$ cat src/rtl/tgt_seq_pkg.sv
package tgt_seq_pkg;

  typedef enum logic [2:0] {
    ST_FREE, ST_ARB, ST_MSGO, ST_CMD, ST_DIN, ST_DOUT, ST_STAT, ST_MSGI
  } seq_st_t;

  typedef enum logic [1:0] {HS_IDLE, HS_REQ, HS_REL} hs_st_t;

  localparam logic [2:0] PH_DOUT = 3'b000;
  localparam logic [2:0] PH_DIN  = 3'b001;
  localparam logic [2:0] PH_CMD  = 3'b010;
  localparam logic [2:0] PH_STAT = 3'b011;
  localparam logic [2:0] PH_MSGO = 3'b110;
  localparam logic [2:0] PH_MSGI = 3'b111;

  localparam logic [7:0] STS_GOOD  = 8'h00;
  localparam logic [7:0] STS_CHECK = 8'h02;
  localparam logic [7:0] MSG_DONE  = 8'h00;

  localparam logic [7:0] OP_TUR    = 8'h00;
  localparam logic [7:0] OP_SENSE  = 8'h03;
  localparam logic [7:0] OP_RD6    = 8'h08;
  localparam logic [7:0] OP_INQ    = 8'h12;
  localparam logic [7:0] OP_MSEL   = 8'h15;
  localparam logic [7:0] OP_MSENSE = 8'h1A;
  localparam logic [7:0] OP_RDCAP  = 8'h25;
  localparam logic [7:0] OP_RD10   = 8'h28;
  localparam logic [7:0] OP_WR10   = 8'h2A;

  localparam int CAP_BYTES = 8;

  function automatic logic [2:0] phase_of(seq_st_t s);
    case (s)
      ST_DIN:  return PH_DIN;
      ST_CMD:  return PH_CMD;
      ST_STAT: return PH_STAT;
      ST_MSGO: return PH_MSGO;
      ST_MSGI: return PH_MSGI;
      default: return PH_DOUT;
    endcase
  endfunction

endpackage

$ cat src/rtl/tgt_req_ack.sv
module tgt_req_ack
  import tgt_seq_pkg::*;
(
  input  logic clk,
  input  logic rst,
  input  logic en,
  input  logic ack,
  output logic req,
  output logic xfer,
  output logic done
);

  hs_st_t st_q;

  always_ff @(posedge clk) begin
    if (rst) begin
      st_q <= HS_IDLE;
    end else begin
      case (st_q)
        HS_IDLE: if (en)   st_q <= HS_REQ;
        HS_REQ:  if (ack)  st_q <= HS_REL;
        HS_REL:  if (!ack) st_q <= HS_IDLE;
        default:           st_q <= HS_IDLE;
      endcase
    end
  end

  // REQ comes straight from the state register; the byte moves when ACK
  // is seen during REQ and the slot closes when ACK is released.
  assign req  = (st_q == HS_REQ);
  assign xfer = (st_q == HS_REQ) && ack;
  assign done = (st_q == HS_REL) && !ack;

endmodule

$ cat src/rtl/tgt_cdb_collect.sv
module tgt_cdb_collect #(
  parameter int LEN_SHORT = 6,
  parameter int LEN_LONG  = 10
) (
  input  logic       clk,
  input  logic       rst,
  input  logic       clr,
  input  logic       wr,
  input  logic [7:0] din,
  output logic [7:0] cdb_o [LEN_LONG],
  output logic       full_o
);

  localparam int IDX_W = $clog2(LEN_LONG + 1);

  logic [IDX_W-1:0] idx_q;
  logic [IDX_W-1:0] need;
  logic [2:0]       grp;

  assign grp = cdb_o[0][7:5];

  always_comb begin
    if (grp == 3'b001 || grp == 3'b010) need = IDX_W'(LEN_LONG);
    else                                need = IDX_W'(LEN_SHORT);
  end

  always_ff @(posedge clk) begin
    if (rst || clr)                            idx_q <= '0;
    else if (wr && idx_q < IDX_W'(LEN_LONG))   idx_q <= idx_q + 1'b1;
  end

  always_ff @(posedge clk) begin
    if (rst) begin
      for (int i = 0; i < LEN_LONG; i++) cdb_o[i] <= '0;
    end else if (wr) begin
      for (int i = 0; i < LEN_LONG; i++)
        if (idx_q == IDX_W'(i)) cdb_o[i] <= din;
    end
  end

  assign full_o = (idx_q != '0) && (idx_q == need);

endmodule

$ cat src/rtl/tgt_cmd_decode.sv
module tgt_cmd_decode
  import tgt_seq_pkg::*;
#(
  parameter int CDB_LEN   = 10,
  parameter int CNT_W     = 25,
  parameter int BLK_SHIFT = 9,
  parameter int LBA_W     = 32
) (
  input  logic [7:0]       cdb_i [CDB_LEN],
  output seq_st_t          nxt_o,
  output logic [CNT_W-1:0] cnt_o,
  output logic [7:0]       sts_o,
  output logic [LBA_W-1:0] lba_o
);

  logic unused_bytes;
  assign unused_bytes = ^{cdb_i[6], cdb_i[9]};

  always_comb begin
    nxt_o = ST_STAT;
    cnt_o = '0;
    sts_o = STS_GOOD;
    lba_o = '0;
    case (cdb_i[0])
      OP_TUR: ;
      OP_SENSE, OP_INQ, OP_MSENSE: begin
        nxt_o = ST_DIN;
        cnt_o = CNT_W'(cdb_i[4]);
      end
      OP_MSEL: begin
        nxt_o = ST_DOUT;
        cnt_o = CNT_W'(cdb_i[4]);
      end
      OP_RD6: begin
        nxt_o = ST_DIN;
        cnt_o = CNT_W'(cdb_i[4]) << BLK_SHIFT;
        lba_o = LBA_W'({cdb_i[1][4:0], cdb_i[2], cdb_i[3]});
      end
      OP_RDCAP: begin
        nxt_o = ST_DIN;
        cnt_o = CNT_W'(CAP_BYTES);
      end
      OP_RD10, OP_WR10: begin
        nxt_o = (cdb_i[0] == OP_WR10) ? ST_DOUT : ST_DIN;
        cnt_o = CNT_W'({cdb_i[7], cdb_i[8]}) << BLK_SHIFT;
        lba_o = LBA_W'({cdb_i[2], cdb_i[3], cdb_i[4], cdb_i[5]});
      end
      default: sts_o = STS_CHECK;
    endcase
    if (cdb_i[1][7:5] != 3'b000) begin
      nxt_o = ST_STAT;
      cnt_o = '0;
      sts_o = STS_CHECK;
    end
    if (cnt_o == '0) nxt_o = ST_STAT;
  end

endmodule

$ cat src/rtl/tgt_phase_seq.sv
module tgt_phase_seq
  import tgt_seq_pkg::*;
#(
  parameter int ID_BIT    = 6,
  parameter int CNT_W     = 25,
  parameter int BLK_SHIFT = 9,
  parameter int LBA_W     = 32,
  parameter int LEN_SHORT = 6,
  parameter int LEN_LONG  = 10
) (
  input  logic             clk,
  input  logic             rst,
  input  logic             bus_sel_i,
  input  logic             bus_bsy_i,
  input  logic             bus_atn_i,
  input  logic             bus_ack_i,
  input  logic             bus_drv_i,
  input  logic [7:0]       bus_data_i,
  output logic             tgt_bsy_o,
  output logic             bus_req_o,
  output logic             ph_msg_o,
  output logic             ph_cd_o,
  output logic             ph_io_o,
  output logic [7:0]       bus_data_o,
  output logic             bus_data_oe_o,
  input  logic [7:0]       src_data_i,
  output logic             src_pop_o,
  output logic [7:0]       snk_data_o,
  output logic             snk_push_o,
  output logic [LBA_W-1:0] blk_lba_o,
  output logic [7:0]       cmd_op_o
);

  seq_st_t          st_q;
  logic [CNT_W-1:0] cnt_q;
  logic [7:0]       sts_q;
  logic             hs_en, hs_xfer, hs_done;
  logic [7:0]       cdb [LEN_LONG];
  logic             cdb_full;
  seq_st_t          dec_nxt;
  logic [CNT_W-1:0] dec_cnt;
  logic [7:0]       dec_sts;
  logic [LBA_W-1:0] dec_lba;
  logic             sel_hit;

  assign hs_en = (st_q != ST_FREE) && (st_q != ST_ARB);

  tgt_req_ack u_hs (
    .clk  (clk),
    .rst  (rst),
    .en   (hs_en),
    .ack  (bus_ack_i),
    .req  (bus_req_o),
    .xfer (hs_xfer),
    .done (hs_done)
  );

  tgt_cdb_collect #(
    .LEN_SHORT (LEN_SHORT),
    .LEN_LONG  (LEN_LONG)
  ) u_cdb (
    .clk    (clk),
    .rst    (rst),
    .clr    (st_q != ST_CMD),
    .wr     (hs_xfer && st_q == ST_CMD),
    .din    (bus_data_i),
    .cdb_o  (cdb),
    .full_o (cdb_full)
  );

  tgt_cmd_decode #(
    .CDB_LEN   (LEN_LONG),
    .CNT_W     (CNT_W),
    .BLK_SHIFT (BLK_SHIFT),
    .LBA_W     (LBA_W)
  ) u_dec (
    .cdb_i (cdb),
    .nxt_o (dec_nxt),
    .cnt_o (dec_cnt),
    .sts_o (dec_sts),
    .lba_o (dec_lba)
  );

  assign sel_hit = !bus_bsy_i && bus_sel_i && bus_drv_i && bus_data_i[ID_BIT];

  // Phase state machine
  always_ff @(posedge clk) begin
    if (rst) begin
      st_q       <= ST_FREE;
      tgt_bsy_o  <= 1'b0;
      cnt_q      <= '0;
      sts_q      <= STS_GOOD;
      blk_lba_o  <= '0;
      cmd_op_o   <= '0;
      src_pop_o  <= 1'b0;
      snk_push_o <= 1'b0;
      snk_data_o <= '0;
    end else begin
      src_pop_o  <= 1'b0;
      snk_push_o <= 1'b0;
      case (st_q)
        ST_FREE: if (bus_sel_i) st_q <= ST_ARB;
        ST_ARB: begin
          if (sel_hit) begin
            tgt_bsy_o <= 1'b1;
            st_q      <= bus_atn_i ? ST_MSGO : ST_CMD;
          end else if (!bus_bsy_i && !bus_sel_i) begin
            st_q <= ST_FREE;
          end
        end
        ST_MSGO: if (hs_done) st_q <= ST_CMD;
        ST_CMD: begin
          if (hs_done && cdb_full) begin
            st_q      <= dec_nxt;
            cnt_q     <= dec_cnt;
            sts_q     <= dec_sts;
            blk_lba_o <= dec_lba;
            cmd_op_o  <= cdb[0];
          end
        end
        ST_DIN: begin
          if (hs_xfer) begin
            cnt_q     <= cnt_q - 1'b1;
            src_pop_o <= 1'b1;
          end
          if (hs_done && cnt_q == '0) st_q <= ST_STAT;
        end
        ST_DOUT: begin
          if (hs_xfer) begin
            cnt_q      <= cnt_q - 1'b1;
            snk_push_o <= 1'b1;
            snk_data_o <= bus_data_i;
          end
          if (hs_done && cnt_q == '0) st_q <= ST_STAT;
        end
        ST_STAT: if (hs_done) st_q <= ST_MSGI;
        ST_MSGI: begin
          if (hs_done) begin
            st_q      <= ST_FREE;
            tgt_bsy_o <= 1'b0;
          end
        end
        default: st_q <= ST_FREE;
      endcase
    end
  end

  // Byte driven toward the initiator, registered alongside REQ
  always_ff @(posedge clk) begin
    if (rst) begin
      bus_data_o    <= '0;
      bus_data_oe_o <= 1'b0;
    end else begin
      case (st_q)
        ST_DIN:  bus_data_o <= src_data_i;
        ST_STAT: bus_data_o <= sts_q;
        ST_MSGI: bus_data_o <= MSG_DONE;
        default: bus_data_o <= '0;
      endcase
      bus_data_oe_o <= (st_q == ST_DIN) || (st_q == ST_STAT) || (st_q == ST_MSGI);
    end
  end

  assign {ph_msg_o, ph_cd_o, ph_io_o} = phase_of(st_q);

endmodule

$ cat config.mk
export PLATFORM = sky130hd
export DESIGN_NAME = tgt_phase_seq
export DESIGN_NICKNAME = d
export VERILOG_FILES = /design/src/rtl/tgt_seq_pkg.sv /design/src/rtl/tgt_req_ack.sv /design/src/rtl/tgt_cdb_collect.sv /design/src/rtl/tgt_cmd_decode.sv /design/src/rtl/tgt_phase_seq.sv
export SDC_FILE = /design/constraint.sdc
export NUM_CORES = 1
export LEC_CHECK = 0
export ABC_AREA = 1
export BUFFER_PORTS_ARGS = -buffer_cell sky130_fd_sc_hd__buf_2
export CORE_MARGIN = 1
export CORE_UTILIZATION = 27
export CTS_CLUSTER_SIZE = 24
export DETAILED_ROUTE_END_ITERATION = 16
export GPL_TIMING_DRIVEN = 0
export PLACE_DENSITY = 0.43
export SYNTH_ARGS = -nofsm -noshare
export SYNTH_HDL_FRONTEND = slang
export SYNTH_HIERARCHICAL = 1
export SYNTH_SLANG_ARGS = --single-unit
$ cat constraint.sdc
create_clock -name clk -period 2.5 [get_ports clk]
set_input_delay 0.5 -clock clk [delete_from_list [all_inputs] [get_ports clk]]
set_output_delay 0.5 -clock clk [all_outputs]
set_load 0.01 [all_outputs]
# ---- After elaboration in Yosys (flattened, before gate mapping)
# Cells that the tools add are included.
dict set report totals {
  out_inout_bits 64
  in_bits 23
  regBits 166
}
dict set report op_classes {
  order_cmp 1
  mux 33
  n_eq_ne 41
  reduce_logical 51
  bitwise_logic 2
  add_sub_neg 2
}
# cell count
set ops {}
lappend ops {{25-bit case mux with 4 select lines} 1}
lappend ops {{25-bit 2-to-1 mux} 3}
lappend ops {{32-bit case mux with 2 select lines} 1}
lappend ops {{25-bit zero test} 2}
lappend ops {{25-bit case mux with 2 select lines} 1}
lappend ops {{3-bit 2-to-1 mux} 10}
lappend ops {{25-bit by 1-bit subtractor with 25-bit output (second input constant)} 1}
lappend ops {{8-bit by 5-bit equality test with 1-bit output (second input constant)} 3}
lappend ops {{8-bit by 6-bit equality test with 1-bit output (second input constant)} 3}
lappend ops {{3-bit case mux with 7 select lines} 1}
lappend ops {{2-bit AND reduction} 10}
lappend ops {{2-bit != test (second input constant)} 8}
lappend ops {{8-bit case mux with 2 select lines} 1}
lappend ops {{3-bit case mux with 5 select lines} 1}
lappend ops {{3-bit equality test (second input constant)} 4}
lappend ops {{4-bit by 3-bit equality test with 1-bit output (second input constant)} 3}
lappend ops {{1-bit logical AND} 12}
lappend ops {{2-bit 2-to-1 mux} 5}
lappend ops {{3-bit by 2-bit equality test with 1-bit output (second input constant)} 3}
lappend ops {{3-bit case mux with 3 select lines} 1}
lappend ops {{3-bit AND reduction} 3}
lappend ops {{9-bit OR reduction} 1}
lappend ops {{4-bit by 2-bit equality test with 1-bit output (second input constant)} 2}
lappend ops {{8-bit by 2-bit equality test with 1-bit output (second input constant)} 1}
lappend ops {{other kinds (31)} 49}

# ---- Logic depth before layout (Yosys ltp)
dict set report logic_depth {
  depth_word 8
  mapped_depth 18
  ltp_nobuf 17
}

# ---- Modules after synthesis
# The synthesis kept the hierarchy.
# mod area_per_inst_um2 cells_per_inst instances seq_area_each_um2
set modules_own_cells {}
lappend modules_own_cells {tgt_phase_seq 4456.8 666 1 1921.8}
lappend modules_own_cells {tgt_cdb_collect 3083.0 414 1 1681.6}
lappend modules_own_cells {tgt_cmd_decode 1049.8 227 1 0.0}
lappend modules_own_cells {tgt_req_ack 107.6 17 1 40.0}

# ---- Least setup slack after synthesis
# Ideal clock, no wire load.
dict set report synth_path {
  path_kind {reg2reg}
  startpoint {reg u_cdb/cdb_o[77] (netlist bit)}
  endpoint {reg st_q[1] (netlist name)}
  arrival_time_ps 1640
  synth_period_minus_slack_ps 1755
  stages_incl_launch_ff 19
  setup_time_ps 115
  path_slack_ps 745
  required_time_ps 2385
  path_cell_list {dfxtp_1 > inv_1 > nor2_1 > nand2_1 > nor2_2 > buf_6 > nand2_1 > nand2_1 > nand2_1 > nand3_1 > nor2_1 > nand3_1 > nor2_2 > inv_1 > nor2_1 > nor3_1 > nand3_1 > nand2_1 > nor2_1}
}
# element line
set synth_lines {}
lappend synth_lines {{start: declaration} tgt_cdb_collect.sv:10} ;# output logic [7:0] cdb_o [LEN_LONG],
lappend synth_lines {{start signal: indexed assignment} tgt_cdb_collect.sv:37} ;# if (idx_q == IDX_W'(i)) cdb_o[i] <= din;

==> Implementation_results.wiki <==
{| class="wikitable"
! Metric !! Value
|-
| Clk pwr share || 0.452
|-
| Detailed-route wire length || 27.2 mm
|-
| Routed length per instance || 15.4 µm
|-
| Post-route clock period utilization || 0.937
|-
| Post-Syn Area || 0.00816 mm²
|-
| Tmin final || 2.34 ns
|-
| Floorplan die area || 0.0309 mm²
|-
| Start-to-end type of the worst setup path || reg2out
|-
| Worst skew pair latency || 0.45 ns
|-
| Largest net degree at the start of global routing || 20
|-
| Clock tree sinks || 166
|-
| Final max-slew violation count || 0
|-
| Number of port buffers || 86
|-
| Row count || 63
|-
| CTS tree || yes
|-
| Antenna-violating nets left || 0
|-
| Sequential fraction of design power || 0.446
|-
| Number of top-level pins || 87
|-
| First-iteration detailed-routing DRC count || 512
|-
| Critical R2R Launch || u_cdb/cdb_o[77]$_SDFFE_PP0P_
|-
| Max capacitance violation total || 0
|-
| Die width || 176 µm
|-
| Logic depth of the worst register-to-register path || 12
|-
| Peak clock frequency supported by timing || 0.427 GHz
|-
| Portion of total power attributed to combinational logic || 0.102
|-
| Count of yosys warnings during synthesis || 6
|-
| Maximum fanout along the worst path || 10
|-
| Leakage dissipation || 4.30 nW
|-
| Layout cells sized above 1 || 0.139
|-
| Via count of the first global-routing pass || 7657
|-
| Die outline height || 176 µm
|-
| Worst Clk Skew || 0.0152 ns
|-
| Antenna cell count || 0
|-
| CTS root buffer || sky130_fd_sc_hd__clkbuf_16
|-
| Net count of the finished layout || 1399
|-
| Number of detailed-routing iterations run before antenna repair || 5
|-
| Rel. slew slack || 0.522
|-
| Overall power || 6.06 mW
|-
| Power per Cell Area || 623 mW/mm²
|-
| Transition at the pin with the smallest max-transition slack || 0.714 ns
|-
| Worst IR drop on VDD || 0.393 mV
|-
| Worst R2R Setup Slack || 0.24 ns
|-
| Start point of the worst min-delay path || bus_data_i[2]
|-
| Core Box Area || 0.0297 mm²
|-
| Gate count after technology mapping || 1256
|-
| Final-layout setup total negative slack || 0 ns
|-
| HPWL reported at the end of detailed placement || 20.5 mm
|-
| Clock edge transition at the registers on the reported setup and hold paths || 0.08 ns
|-
| Top library cells by usage in the layout, fill and taps aside || sky130_fd_sc_hd__nor2_1, sky130_fd_sc_hd__nand2_1, sky130_fd_sc_hd__dfxtp_1
|-
| Commonest non-fill, non-tap cell in the layout || sky130_fd_sc_hd__nor2_1
|-
| P&R area growth vs syn || 19.3%
|-
| Maximum clock path buffer count || 2
|-
| Initial antenna violation count || 0
|-
| Per-cell via count in the routed design || 4.59
|-
| Data arrival time of the worst path || 1.84 ns
|-
| Run status || finished clean
|-
| Final-report hold violation count || 0
|-
| Hold/Removal Path Class || in2reg
|-
| Hold Crit Depth || 3
|-
| Post-synthesis average cell area || 6.50 µm²
|-
| Number of vias in the routed layout || 8146
|-
| Total of endpoints with negative setup slack in the final report || 0
|-
| Terminus of the critical flop-to-flop path || blk_lba_o[0]$_SDFFE_PP0P_
|-
| Post-CTS Hold Buffers || 0
|-
| Overall Global Routing Usage || 0.180
|-
| Share of the core filled with cells in the final layout || 0.328
|-
| DRC violation count after routing || 0
|-
| Global placer's final weighted congestion || 0.849
|-
| Initial standard-cell utilization of the core || 0.275
|-
| Hold EP || snk_data_o[2]$_SDFFE_PP0P_
|-
| Internal cell power || 4.22 mW
|-
| Proportion of total power due to net switching || 0.304
|-
| Unrepaired setup endpoints after global routing || no
|-
| GRT overflow || 0
|-
| Endpoint type of the worst setup path || output port
|-
| Startpoint class of the critical path || register
|-
| Number of H-tree levels || 4
|-
| First-pass GRT wire length || 42.8 mm
|-
| Switching power total || 1.84 mW
|-
| Worst Path Required || 2.00 ns
|-
| Number of buffers created by CTS || 17
|}
## registers in the layout, summed over array words and instances, names as in the netlist, 2 cells and up
name,flops
u_cdb/cdb_o,64
blk_lba_o,32
cnt_q,25
bus_data_o,8
cmd_op_o,8
snk_data_o,8
sts_q,8
u_cdb/idx_q,4
st_q,3
u_hs/st_q,2
## per-stage QoR
step / instance area [µm²] / worst slack, ns / hold WS (ns) / cells
after detailed placement: 9110 / -0.0808 / 0.472 / 1739
final: 9730 / 0.156 / 0.296 / 1773
after CTS: 9720 / 0.0169 / 0.285 / 1771
after floorplan: 8190 / 0.745 / 0.455 / 1263
after global placement: 9110 / -0.0846 / 0.462 / 1739
after global routing: 9730 / 0.0126 / 0.304 / 1773
## layout make-up
cell class              count  area (µm²)
fillers                  3369       20000
multi-input cells         912        4090
flip-flops and latches    166        3320
well taps                 390         488
repair buffers             88         445
inverters                 116         438
clock buffers              17         425
plain buffers              69         345
clock inverters            15         183
## worst max-delay path: stages (launching register included)
cell and delay [ns]:
sky130_fd_sc_hd__dfxtp_1 0.31, sky130_fd_sc_hd__buf_4 0.17, sky130_fd_sc_hd__clkbuf_1 0.35, sky130_fd_sc_hd__nor2_1 0.15
sky130_fd_sc_hd__a211oi_1 0.25, sky130_fd_sc_hd__buf_2 0.17
## what timing repair did
item,CTS,global route
gates resized for setup,1,4
setup buffers,0,2
setup endpoints to repair,4,20
pin swaps,0,1
hold endpoints to repair,0,0
## worst max path at each step
stage / start / to / slack (ns) / depth (start not counted)
floorplan: u_cdb/cdb_o[77]$_SDFFE_PP0P_ / st_q[1]$_SDFFE_PP0P_ / 0.75 / 18
global placement: u_cdb/cdb_o[77]$_SDFFE_PP0P_ / cnt_q[24]$_SDFFE_PP0P_ / -0.08 / 15
detailed placement: u_cdb/cdb_o[77]$_SDFFE_PP0P_ / cnt_q[24]$_SDFFE_PP0P_ / -0.08 / 15
CTS: u_cdb/cdb_o[77]$_SDFFE_PP0P_ / cnt_q[24]$_SDFFE_PP0P_ / 0.02 / 15
global route: u_cdb/cdb_o[78]$_SDFFE_PP0P_ / cnt_q[22]$_SDFFE_PP0P_ / 0.01 / 15
finish: st_q[1]$_SDFFE_PP0P_ / ph_msg_o / 0.16 / 5
## routing by layer
metal  wire length (µm)  GRT usage  share of wire  vias up
met2              12400      0.291           0.45      179
met5                  0          0              0        -
li1                   -          -              -     4208
met4                320     0.0475          0.012        0
met3               1080     0.0258          0.039       21
met1              13500      0.249           0.49     3738
## power groups by stage
| stage | registers, mW | logic, mW | clock network (mW) |
|---|---|---|---|
| global route | 2.71 | 0.693 | 2.89 |
| floorplan | 2.76 | 0.421 | 0 |
| detailed placement | 2.77 | 0.611 | 0 |
| global placement | 2.77 | 0.611 | 0 |
| CTS | 2.71 | 0.614 | 2.79 |
| finish | 2.70 | 0.615 | 2.74 |
Note: power is estimated with default switching activity, not from simulation.
